`src/rtl/spr_move_unit.sv`:
```
module spr_move_unit #(
  parameter int XLEN = 64
) (
  input  logic            clk,
  input  logic            rst,
  input  logic            insn_valid,
  input  logic [31:0]     insn,
  input  logic [XLEN-1:0] gpr_rdata,
  output logic [4:0]      gpr_ridx,
  output logic            gpr_rd,
  output logic            done,
  output logic            illegal,
  output logic            gpr_we,
  output logic [4:0]      gpr_widx,
  output logic [XLEN-1:0] gpr_wdata
);
  localparam int NUM_SPR = 6;
  localparam logic [9:0] SPR_NUM [NUM_SPR] = '{10'd1, 10'd8, 10'd9, 10'd26, 10'd27, 10'd815};
  localparam logic [9:0] RSV_LO = 10'd808;
  localparam logic [9:0] RSV_HI = 10'd811;

  logic [NUM_SPR-1:0][XLEN-1:0] spr_q;
  logic [NUM_SPR-1:0] hit;
  logic [9:0] sprn;
  logic op_ok, is_mt, is_mf, any_hit, reserved, unimpl;
  logic [XLEN-1:0] rdval;

  assign op_ok    = insn_valid && (insn[31:26] == 6'd31);
  assign is_mt    = op_ok && (insn[10:1] == 10'd467);
  assign is_mf    = op_ok && (insn[10:1] == 10'd339);
  assign sprn     = {insn[15:11], insn[20:16]};
  assign reserved = (sprn >= RSV_LO) && (sprn <= RSV_HI);

  for (genvar g = 0; g < NUM_SPR; g++) begin : g_hit
    assign hit[g] = (sprn == SPR_NUM[g]);
  end

  assign any_hit  = |hit;
  assign unimpl   = !any_hit && !reserved;
  assign gpr_ridx = insn[25:21];
  assign gpr_rd   = is_mt && any_hit;

  always_comb begin
    rdval = '0;
    for (int i = 0; i < NUM_SPR; i++)
      if (hit[i]) rdval = rdval | spr_q[i];
  end

  always_ff @(posedge clk) begin
    if (rst) begin
      spr_q     <= '0;
      done      <= 1'b0;
      illegal   <= 1'b0;
      gpr_we    <= 1'b0;
      gpr_widx  <= '0;
      gpr_wdata <= '0;
    end else begin
      done      <= is_mt || is_mf;
      illegal   <= (is_mt || is_mf) && unimpl;
      gpr_we    <= is_mf && any_hit;
      gpr_widx  <= insn[25:21];
      gpr_wdata <= rdval;
      for (int i = 0; i < NUM_SPR; i++)
        if (is_mt && hit[i]) spr_q[i] <= gpr_rdata;
    end
  end

  p_illegal_no_write_r6: assert property (@(posedge clk) disable iff (rst)
    illegal |-> (done && !gpr_we));
  p_spr_frozen_on_illegal_r6: assert property (@(posedge clk) disable iff (rst)
    illegal |-> $stable(spr_q));
  p_write_has_done_r4: assert property (@(posedge clk) disable iff (rst)
    gpr_we |-> done);
  p_spr_only_by_move_to_r3: assert property (@(posedge clk) disable iff (rst)
    !$past(is_mt) |-> $stable(spr_q));
  p_reserved_no_read_r5: assert property (@(posedge clk) disable iff (rst)
    (insn_valid && reserved) |-> !gpr_rd);
  p_done_after_valid_r9: assert property (@(posedge clk) disable iff (rst)
    done |-> $past(insn_valid));
endmodule

```
`config.mk`:
```
export PLATFORM = sky130hd
export DESIGN_NAME = spr_move_unit
export DESIGN_NICKNAME = d
export VERILOG_FILES = /design/src/rtl/spr_move_unit.sv
export SDC_FILE = /design/constraint.sdc
export NUM_CORES = 1
export LEC_CHECK = 0
export BUFFER_PORTS_ARGS = -buffer_cell sky130_fd_sc_hd__buf_2
export CAP_MARGIN = 25
export CORE_MARGIN = 3
export CORE_UTILIZATION = 60
export DETAILED_ROUTE_END_ITERATION = 16
export PLACE_DENSITY = 0.8
export SLEW_MARGIN = 30
export SYNTH_ARGS = -nofsm -noshare
export SYNTH_HDL_FRONTEND = slang
export SYNTH_SLANG_ARGS = --single-unit
```
`constraint.sdc`:
```
create_clock -name clk -period 4.9 [get_ports clk]
set_input_delay 1.47 -clock clk [delete_from_list [all_inputs] [get_ports clk]]
set_output_delay 1.47 -clock clk [all_outputs]
set_load 0.05 [all_outputs]
```
; ---- After elaboration in Yosys (flattened, before gate mapping)
; Cells that the tools add are included.
; Widths: inputs -> output; s select.
[totals]
register_bits = 456
out_inout_bits = 78
word_cells = 51
[op_classes]
magnitude_cmp = 2
n_eq_ne = 9
muxes = 6
bitwise = 5
n_reduce_logical = 18
[op_table]
columns = op, n
row1 = $mux 64, 6
row2 = $or 64x64->64, 5
row3 = $eq 10x4->1 const B, 2
row4 = $eq 10x5->1 const B, 2
row5 = $eq 10x9->1 const B, 2
row6 = $logic_and 1x1->1, 14
row7 = $eq 10x1->1 const B, 1
row8 = $eq 10x10->1 const B, 1
row9 = $ge 10x10->1 const B, 1
row10 = $le 10x10->1 const B, 1
row11 = $eq 6x5->1 const B, 1
row12 = $reduce_or 6->1, 1
row13 = $logic_not 1->1, 2
row14 = $logic_or 1x1->1, 1

; ---- Depth between registers and ports, before layout
; Gate-level depths: netlist (run 1).
[logic_depth]
depth_word = 12
mapped_depth = 7
ltp_nobuf = 4

; ---- Worst setup path after synthesis (run 1)
; Ideal clock, no wire load.
[synth_path]
kind = in2out
start = in insn[11]
end = out gpr_rd
arrival_time_ns = 3.417
required_ns = 3.430
slack_ns = 0.013
path_stages = 5
path_buffers = 1
path_cell_list = or4_1 buf_2 nor4b_4 o21ai_0 a21oi_1
[synth_via]
elab_chain_cells = 3
elab_cells_between_ends = 8
classes_between = eq/ne: 6 / reduce/logical: 2
[synth_lines]
columns = element, line_no
row1 = from (decl), 7  ; input logic [31:0] insn,
row2 = $eq 10x1->1 (tied with other cells), 35  ; assign hit[g] = (sprn == SPR_NUM[g]);
row3 = $reduce_or 6->1 *, 38  ; assign any_hit = |hit;
row4 = $logic_and 1x1->1 *, 41  ; assign gpr_rd = is_mt && any_hit;
row5 = to (decl), 10  ; output logic gpr_rd,
; Mark *: on every way between the ends. The rest lies on a longest branch, timed or not.

; ---- Final worst setup path (run 1)
; Same ends and word-level chain as after synthesis.

==> report_table.html, run 1 <==
<table>
<tr><th>Metric</th><th>Value</th></tr>
<tr><th colspan="2">Clock tree</th></tr>
<tr><td>Clock latency on the worst-skew pair</td><td>540 ps</td></tr>
<tr><td>Number of CTS-inserted buffers</td><td>47</td></tr>
<tr><td>Root Buffer</td><td>sky130_fd_sc_hd__clkbuf_16</td></tr>
<tr><td>Number of H-tree levels</td><td>2</td></tr>
<tr><td>Post-CTS repair timing setup buffer count</td><td>0</td></tr>
<tr><td>Maximum root-to-sink buffer count</td><td>3</td></tr>
<tr><td>CTS clock-pin slew for the worst setup and hold paths</td><td>60 ps</td></tr>
<tr><td>Clock sink count</td><td>456</td></tr>
<tr><td>Clock tree from TritonCTS</td><td>done</td></tr>
<tr><td>Gates resized, CTS repair</td><td>0</td></tr>
<tr><td>Hold bufs inserted after CTS</td><td>0</td></tr>
<tr><th colspan="2">Synthesis</th></tr>
<tr><td>Synth Instances</td><td>1920</td></tr>
<tr><td>Number of nets produced by synthesis</td><td>2019</td></tr>
<tr><td>Synth top area share</td><td>45.62%</td></tr>
<tr><td>Yosys synthesis warning count</td><td>0</td></tr>
<tr><td>Share of synthesized registers carrying an async set or reset</td><td>0%</td></tr>
<tr><td>Syn avg cell area</td><td>10.42 um^2</td></tr>
<tr><td>Largest cells by area after synthesis</td><td>sky130_fd_sc_hd__dfxtp_1 46%, sky130_fd_sc_hd__mux2i_1 26%, sky130_fd_sc_hd__nand2b_1 14%</td></tr>
<tr><td>Number of distinct library cells after synthesis</td><td>38</td></tr>
<tr><td>Most frequent cell after synthesis</td><td>sky130_fd_sc_hd__mux2i_1</td></tr>
<tr><td>Most frequent cells after synthesis</td><td>512 x sky130_fd_sc_hd__mux2i_1, 456 x sky130_fd_sc_hd__dfxtp_1, 449 x sky130_fd_sc_hd__nand2b_1</td></tr>
<tr><td>Number of enable flip-flop cells after synthesis</td><td>0</td></tr>
<tr><td>Synthesis-stage register bit count</td><td>456</td></tr>
<tr><td>Syn Std Cell Area</td><td>0.02001 mm^2</td></tr>
<tr><td>Biggest area consumer among synthesized cells</td><td>sky130_fd_sc_hd__dfxtp_1</td></tr>
<tr><td>Commonest register cell after synthesis</td><td>sky130_fd_sc_hd__dfxtp_1</td></tr>
<tr><td>Register area share after synthesis</td><td>45.62%</td></tr>
<tr><th colspan="2">Layout</th></tr>
<tr><td>Post-Layout Cell Count</td><td>2495</td></tr>
<tr><td>Utilization after layout</td><td>68.76%</td></tr>
<tr><td>Number of antenna repair diodes</td><td>0</td></tr>
<tr><td>Nets</td><td>2123</td></tr>
<tr><td>Layout overhead on the synthesized area</td><td>12.38%</td></tr>
<tr><td>Layout cells sized above 1</td><td>14.66%</td></tr>
<tr><th colspan="2">Timing</th></tr>
<tr><td>Setup clock skew after layout</td><td>9.349 ps</td></tr>
<tr><td>Final critical path time including I/O delays and setup</td><td>4768 ps</td></tr>
<tr><td>Fin. max-slew vios</td><td>0</td></tr>
<tr><td>Max transition margin</td><td>32.85%</td></tr>
<tr><td>Final-report hold violation count</td><td>0</td></tr>
<tr><td>Setup violation total in the final timing report</td><td>0</td></tr>
<tr><td>Setup repair after global routing missed its margin</td><td>no</td></tr>
<tr><td>Worst Tran Pin Value</td><td>1007 ps</td></tr>
<tr><td>Summed negative setup slack over all endpoints</td><td>0 ps</td></tr>
<tr><td>Achievable Freq</td><td>0.2097 GHz</td></tr>
<tr><td>Share of the cycle needed by the critical path after routing</td><td>97.30%</td></tr>
<tr><th colspan="2">Setup path</th></tr>
<tr><td>Critical path fanouts, max</td><td>4</td></tr>
<tr><td>Category of the worst setup path capture point</td><td>output pin</td></tr>
<tr><td>Arrival time at the worst endpoint</td><td>3300 ps</td></tr>
<tr><td>Class of the most critical setup path</td><td>input pin to output pin</td></tr>
<tr><td>Critical Path Start Type</td><td>input pin</td></tr>
<tr><td>Critical Path RT</td><td>3430 ps</td></tr>
<tr><th colspan="2">Power</th></tr>
<tr><td>Static Leak</td><td>10.29 nW</td></tr>
<tr><td>Power Total</td><td>7.416 mW</td></tr>
<tr><td>Pwr dens</td><td>329.8 mW/mm^2</td></tr>
<tr><td>Internal power</td><td>5.819 mW</td></tr>
<tr><td>Share of total power in the clock network</td><td>45.4%</td></tr>
<tr><td>P_sw</td><td>1.597 mW</td></tr>
<tr><td>Part of the power in registers</td><td>50.0%</td></tr>
<tr><td>Sw Ratio</td><td>21.54%</td></tr>
<tr><td>VDD IR-drop max</td><td>0.2536 mV</td></tr>
<tr><td>Share of power burned in combinational logic</td><td>4.6%</td></tr>
<tr><th colspan="2">Detailed routing</th></tr>
<tr><td>Post-DR wirelength/cell</td><td>19.77 um</td></tr>
<tr><td>Residual antenna-violating net count after detailed routing</td><td>0</td></tr>
<tr><td>Length of the first detailed-routing pass in iterations</td><td>5</td></tr>
<tr><td>Via-to-Cell Ratio</td><td>5.728</td></tr>
<tr><td>Number of DRC markers in iteration 0</td><td>916</td></tr>
<tr><td>Routed Wire Length</td><td>49330 um</td></tr>
<tr><td>Total via count in the routed design</td><td>14290</td></tr>
<tr><td># DRC</td><td>0</td></tr>
<tr><th colspan="2">Floorplanning</th></tr>
<tr><td>Overall die height</td><td>188.6 um</td></tr>
<tr><td>Initial cell density of the core</td><td>61.19%</td></tr>
<tr><td>CORE AREA</td><td>0.03270 mm^2</td></tr>
<tr><td>Die footprint</td><td>0.03558 mm^2</td></tr>
<tr><td>Ports placed on the boundary</td><td>177</td></tr>
<tr><td>Die width</td><td>188.6 um</td></tr>
<tr><td>Cell row count</td><td>66</td></tr>
<tr><th colspan="2">Global routing</th></tr>
<tr><td>Maximum number of pins on one net before global-route repair</td><td>134</td></tr>
<tr><td>Via count of the first global-routing pass</td><td>14630</td></tr>
<tr><td>Global-route wire length before repair</td><td>77970 um</td></tr>
<tr><td>Total routing usage reported by global routing</td><td>26.84%</td></tr>
<tr><td>Overall overflow remaining after global route</td><td>0</td></tr>
<tr><td>Antenna violations before repair</td><td>4</td></tr>
<tr><th colspan="2">Place</th></tr>
<tr><td>Number of cells in the design after placement</td><td>2417</td></tr>
<tr><td>Number of input and output port buffers inserted</td><td>175</td></tr>
<tr><td>DP Wirelength</td><td>28650 um</td></tr>
<tr><td>RD Place Congestion</td><td>0.7746</td></tr>
<tr><th colspan="2">Run status</th></tr>
<tr><td>Run status</td><td>complete, no violations</td></tr>
<tr><th colspan="2">Run</th></tr>
<tr><td>Max-capacitance violation count</td><td>0</td></tr>
<tr><th colspan="2">Min path</th></tr>
<tr><td>Class of the worst hold path</td><td>register to register</td></tr>
</table>
## power by group through the flow
stage | sequential [mW] | combinational [mW] | clock (mW)
CTS | 3.71 | 0.339 | 3.41
finish | 3.71 | 0.342 | 3.36
global route | 3.71 | 0.361 | 3.56
global placement | 3.79 | 0.332 | 0
floorplan | 3.80 | 0.216 | 0
detailed placement | 3.79 | 0.337 | 0
## through the flow
step	setup WS [ps]	hold slack [ps]	cell area, um^2
4_1_cts	42.88	472.9	22480
3_3_place_gp	109.7	454.0	21030
3_5_place_dp	44.05	462.9	21040
6_report	132.4	469.8	22490
5_1_grt	30.70	489.6	22490
2_1_floorplan	13.04	444.1	20010
## layer usage
metal  GRT usage [%]  routed length (um)  vias to the layer above
met5               0                  39                        -
met4           8.622                1353                        8
met3           4.484                2508                      107
met2           46.39               24050                      354
met1           34.37               21370                     7004
li1                -                   -                     6819
## flip-flops by register name (all words and copies together), names as in the netlist
signal and flops:
done 1, gpr_widx 5, illegal 1, spr_q 384
gpr_we 1, gpr_wdata 64
## placed cells by master, fill, tap and decap left out, types with 2 or more instances in the layout
cell type and instances:
sky130_fd_sc_hd__buf_4 40, sky130_fd_sc_hd__a22oi_1 31, sky130_fd_sc_hd__dfxtp_1 456, sky130_fd_sc_hd__o21ai_1 62, sky130_fd_sc_hd__nand2b_1 449, sky130_fd_sc_hd__nand4_1 3
sky130_fd_sc_hd__buf_6 2, sky130_fd_sc_hd__o21ai_0 4, sky130_fd_sc_hd__nor3_2 2, sky130_fd_sc_hd__clkinv_2 8, sky130_fd_sc_hd__nand3_4 3, sky130_fd_sc_hd__nor4b_4 3
sky130_fd_sc_hd__and3_1 2, sky130_fd_sc_hd__clkbuf_8 7, sky130_fd_sc_hd__clkbuf_1 12, sky130_fd_sc_hd__buf_12 4, sky130_fd_sc_hd__nor2b_1 7, sky130_fd_sc_hd__a32oi_1 33
sky130_fd_sc_hd__nand4b_1 3, sky130_fd_sc_hd__buf_2 172, sky130_fd_sc_hd__nor3b_1 2, sky130_fd_sc_hd__and2_1 33, sky130_fd_sc_hd__nand2_1 67, sky130_fd_sc_hd__nor2_1 3
sky130_fd_sc_hd__o22ai_1 64, sky130_fd_sc_hd__clkbuf_16 49, sky130_fd_sc_hd__nand4bb_1 2, sky130_fd_sc_hd__mux2i_1 512
## path summary, 6_finish.rpt
kind | slack [ps] | end | from | depth (start not counted)
hold / removal | 470 | spr_q[117] | spr_q[117] | 2
hold reg to reg | 470 | spr_q[117] | spr_q[117] | 2
setup reg to reg | 3950 | gpr_wdata[55] | spr_q[311] | 4
setup / recovery | 130 | gpr_rd | insn[11] | 7
## final cells by class
type	instances	area (um^2)
Tap cell	442	553.0
Sequential cell	456	9129
Fill cell	2542	10210
Multi-Input combinational cell	1300	10080
Clock inverter	10	77.57
Clock buffer	68	1368
Timing Repair Buffer	219	1279
## critical path, stage by stage
cell and delay (ps):
sky130_fd_sc_hd__buf_2 100, sky130_fd_sc_hd__or4_1 640, sky130_fd_sc_hd__nor4b_1 310, sky130_fd_sc_hd__o21ai_1 160
sky130_fd_sc_hd__a21oi_2 200, sky130_fd_sc_hd__buf_4 150, sky130_fd_sc_hd__buf_2 260
## cells by family after synthesis
family	Yosys count	share of synthesized area [%]
DFF	456	45.62
muxes	512	25.61
buffers and inverters	164	4.433
and+or+nand+nor	592	18.02
AOI/OAI and AO/OA	196	6.309
No activity file was read; power rests on OpenSTA's default activity.
==> run 2: changes to the inputs <==
--- a/config.mk
+++ b/config.mk
@@ -8,9 +8,9 @@
 export BUFFER_PORTS_ARGS = -buffer_cell sky130_fd_sc_hd__buf_2
 export CAP_MARGIN = 25
 export CORE_MARGIN = 3
-export CORE_UTILIZATION = 60
+export CORE_UTILIZATION = 50
 export DETAILED_ROUTE_END_ITERATION = 16
-export PLACE_DENSITY = 0.8
+export PLACE_DENSITY = 0.69
 export SLEW_MARGIN = 30
 export SYNTH_ARGS = -nofsm -noshare
 export SYNTH_HDL_FRONTEND = slang
==> run 2 against run 1 <==
Against the previous run: via count down 1.0%; hold slack better by 2.0 ps; core utilization down 11 points; maximum frequency up 3.7%; largest cell class unchanged.
==> report_table.html, run 2 (synthesis gave the netlist of run 1 again) <==
<table>
<tr><th>Metric</th><th>Value</th></tr>
<tr><th colspan="2">Layout</th></tr>
<tr><td>Leading cell types in the layout, fill and taps excluded</td><td>512 x sky130_fd_sc_hd__mux2i_1, 456 x sky130_fd_sc_hd__dfxtp_1, 449 x sky130_fd_sc_hd__nand2b_1, 172 x sky130_fd_sc_hd__buf_2, 67 x sky130_fd_sc_hd__nand2_1</td></tr>
<tr><td>Largest register FFs</td><td>384</td></tr>
<tr><td>Number of antenna repair diodes</td><td>0</td></tr>
<tr><td>Most common cell after layout, fill and taps aside</td><td>sky130_fd_sc_hd__mux2i_1</td></tr>
<tr><td>Layout overhead on the synthesized area</td><td>12.78%</td></tr>
<tr><td>Nets</td><td>2113</td></tr>
<tr><td>Fillers</td><td>3312</td></tr>
<tr><td>Registers with the highest flip-flop counts</td><td>spr_q (384), gpr_wdata (64), gpr_widx (5)</td></tr>
<tr><td>Top register by number of flip-flops</td><td>spr_q</td></tr>
<tr><td>Layout cells sized above 1</td><td>14.10%</td></tr>
<tr><th colspan="2">Timing</th></tr>
<tr><td>Final critical path time including I/O delays and setup</td><td>4599 ps</td></tr>
<tr><td>Worst Tran Pin Value</td><td>857.3 ps</td></tr>
<tr><td>Max transition margin</td><td>42.85%</td></tr>
<tr><td>Final-report hold violation count</td><td>0</td></tr>
<tr><td>Setup violation total in the final timing report</td><td>0</td></tr>
<tr><td>Summed negative setup slack over all endpoints</td><td>0 ps</td></tr>
<tr><td>Setup clock skew after layout</td><td>17.94 ps</td></tr>
<tr><td>Share of the cycle needed by the critical path after routing</td><td>93.85%</td></tr>
<tr><td>Fin. max-slew vios</td><td>0</td></tr>
<tr><td>Setup repair after global routing missed its margin</td><td>no</td></tr>
<tr><td>Achievable Freq</td><td>0.2175 GHz</td></tr>
<tr><th colspan="2">Clock tree</th></tr>
<tr><td>Maximum root-to-sink buffer count</td><td>3</td></tr>
<tr><td>Root Buffer</td><td>sky130_fd_sc_hd__clkbuf_16</td></tr>
<tr><td>Number of H-tree levels</td><td>2</td></tr>
<tr><td>Gates resized, CTS repair</td><td>0</td></tr>
<tr><td>CTS clock-pin slew for the worst setup and hold paths</td><td>60 ps</td></tr>
<tr><td>Clock sink count</td><td>456</td></tr>
<tr><td>Clock tree from TritonCTS</td><td>done</td></tr>
<tr><td>Hold bufs inserted after CTS</td><td>0</td></tr>
<tr><td>Number of CTS-inserted buffers</td><td>47</td></tr>
<tr><td>Post-CTS repair timing setup buffer count</td><td>0</td></tr>
<tr><td>Clock latency on the worst-skew pair</td><td>570 ps</td></tr>
<tr><th colspan="2">Setup path</th></tr>
<tr><td>Category of the worst setup path capture point</td><td>output pin</td></tr>
<tr><td>Critical Path Slowest Stage Cell</td><td>sky130_fd_sc_hd__or4_1</td></tr>
<tr><td>Arrival time at the worst endpoint</td><td>3130 ps</td></tr>
<tr><td>Crit-path most repeated cell</td><td>sky130_fd_sc_hd__buf_2</td></tr>
<tr><td>Class of the most critical setup path</td><td>input pin to output pin</td></tr>
<tr><td>Critical Path RT</td><td>3430 ps</td></tr>
<tr><td>Critical Path Start Type</td><td>input pin</td></tr>
<tr><td>Chain of cells forming the critical path</td><td>buf_2, or4_1, nor4b_4, o21ai_0, a21oi_1, buf_2</td></tr>
<tr><td>Buf+Inv Stages, Crit Path</td><td>2</td></tr>
<tr><td>Delay contributed by the slowest stage of the critical path</td><td>620 ps</td></tr>
<tr><td>Critical path fanouts, max</td><td>3</td></tr>
<tr><td>Kind of cell adding the most delay to the critical path</td><td>simple AND/OR/NAND/NOR gates</td></tr>
<tr><th colspan="2">Floorplanning</th></tr>
<tr><td>Ports placed on the boundary</td><td>177</td></tr>
<tr><td>Die width</td><td>206.0 um</td></tr>
<tr><td>Overall die height</td><td>206.0 um</td></tr>
<tr><td>Cell row count</td><td>72</td></tr>
<tr><td>CORE AREA</td><td>0.03910 mm^2</td></tr>
<tr><td>Initial cell density of the core</td><td>51.18%</td></tr>
<tr><td>Die footprint</td><td>0.04245 mm^2</td></tr>
<tr><th colspan="2">Global routing</th></tr>
<tr><td>Overall overflow remaining after global route</td><td>0</td></tr>
<tr><td>Via count of the first global-routing pass</td><td>14330</td></tr>
<tr><td>Total routing usage reported by global routing</td><td>22.99%</td></tr>
<tr><td>Global-route wire length before repair</td><td>78110 um</td></tr>
<tr><td>Antenna violations before repair</td><td>0</td></tr>
<tr><td>Maximum number of pins on one net before global-route repair</td><td>174</td></tr>
<tr><th colspan="2">Detailed routing</th></tr>
<tr><td>Met3 wire length</td><td>2209 um</td></tr>
<tr><td>Residual antenna-violating net count after detailed routing</td><td>0</td></tr>
<tr><td>Top metal layer carrying routed signals</td><td>met4</td></tr>
<tr><td>Length of the first detailed-routing pass in iterations</td><td>5</td></tr>
<tr><td>Met2 routed WL</td><td>22570 um</td></tr>
<tr><td># DRC</td><td>0</td></tr>
<tr><td>Total via count in the routed design</td><td>14150</td></tr>
<tr><td>Total routed wire length on the met1 layer</td><td>24080 um</td></tr>
<tr><td>Routed Wire Length</td><td>49640 um</td></tr>
<tr><td>Number of DRC markers in iteration 0</td><td>857</td></tr>
<tr><td>Post-DR wirelength/cell</td><td>19.39 um</td></tr>
<tr><td>Via-to-Cell Ratio</td><td>5.526</td></tr>
<tr><th colspan="2">Place</th></tr>
<tr><td>RD Place Congestion</td><td>0.7443</td></tr>
<tr><td>DP Wirelength</td><td>27530 um</td></tr>
<tr><td>Number of input and output port buffers inserted</td><td>175</td></tr>
<tr><th colspan="2">Power</th></tr>
<tr><td>Static Leak</td><td>10.27 nW</td></tr>
<tr><td>Pwr dens</td><td>332.0 mW/mm^2</td></tr>
<tr><td>VDD IR-drop max</td><td>0.2705 mV</td></tr>
<tr><td>Power Total</td><td>7.491 mW</td></tr>
<tr><th colspan="2">Run</th></tr>
<tr><td>Max-capacitance violation count</td><td>0</td></tr>
<tr><th colspan="2">Run status</th></tr>
<tr><td>Run status</td><td>complete, no violations</td></tr>
<tr><th colspan="2">Min path</th></tr>
<tr><td>Class of the worst hold path</td><td>register to register</td></tr>
</table>
run 2: cell count changes in the layout (fill, tap and decap cells not counted):
cell	change
sky130_fd_sc_hd__a21oi_1	+1
sky130_fd_sc_hd__a21oi_2	-1
sky130_fd_sc_hd__buf_12	+3
sky130_fd_sc_hd__buf_4	-14
sky130_fd_sc_hd__buf_6	+1
sky130_fd_sc_hd__clkbuf_1	+1
sky130_fd_sc_hd__clkbuf_8	+3
sky130_fd_sc_hd__clkinv_2	-4
sky130_fd_sc_hd__clkinvlp_4	-1
sky130_fd_sc_hd__o21ai_0	+2
sky130_fd_sc_hd__o21ai_1	-2
sky130_fd_sc_hd__or4b_2	-1
sky130_fd_sc_hd__or4b_4	+1
run 2: worst reg2reg max path: cells and delay by family, from the launching register on:
family           cells  cell delay, ps
AO/OA/AOI/OAI        2             220
AND/OR/NAND/NOR      1             110
multiplexers         1             170
flip-flops           1             320
run 2: metal layers:
metal / vias up / track usage (%)
met5: - / 0
met4: 0 / 5.745
met3: 61 / 3.623
met2: 314 / 37.42
met1: 6960 / 32.09
li1: 6811 / -
run 2: path summary, 6_finish.rpt:
path,startpoint,end,slack (ps),cells after the start
hold reg to reg,spr_q[82],spr_q[82],470,2
hold / removal,spr_q[82],spr_q[82],470,2
setup reg to reg,spr_q[55],gpr_wdata[55],3950,4
setup / recovery,insn[11],gpr_rd,300,6
run 2: final cells by class:
cell class	instances	area, um^2	share of cell area, %
Sequential cell	456	9129	40.45
Multi-Input combinational cell	1300	10080	44.67
Timing Repair Buffer	209	1245	5.517
Clock inverter	5	50.05	0.2218
Tap cell	518	648.1	2.872
Clock buffer	72	1413	6.260
run 2: per-stage QoR:
step                area [um^2]  hold WS, ps  instances  utilization, %  setup slack (ps)
floorplan                 20010        444.1       1920               -             13.04
global placement          21070        453.4       2482           53.89             324.0
detailed placement        21100        458.2       2483           53.97             314.1
CTS                       22570        473.0       2560           57.72             300.1
global route              22570        487.0       2560           57.72             233.3
finish                    22570        471.8       2560           57.72             301.5
run 2: where the power goes:
part	internal, mW	switching [mW]
Combinational	0.136	0.208
Clock	2.02	1.42
Sequential	3.71	0.000424
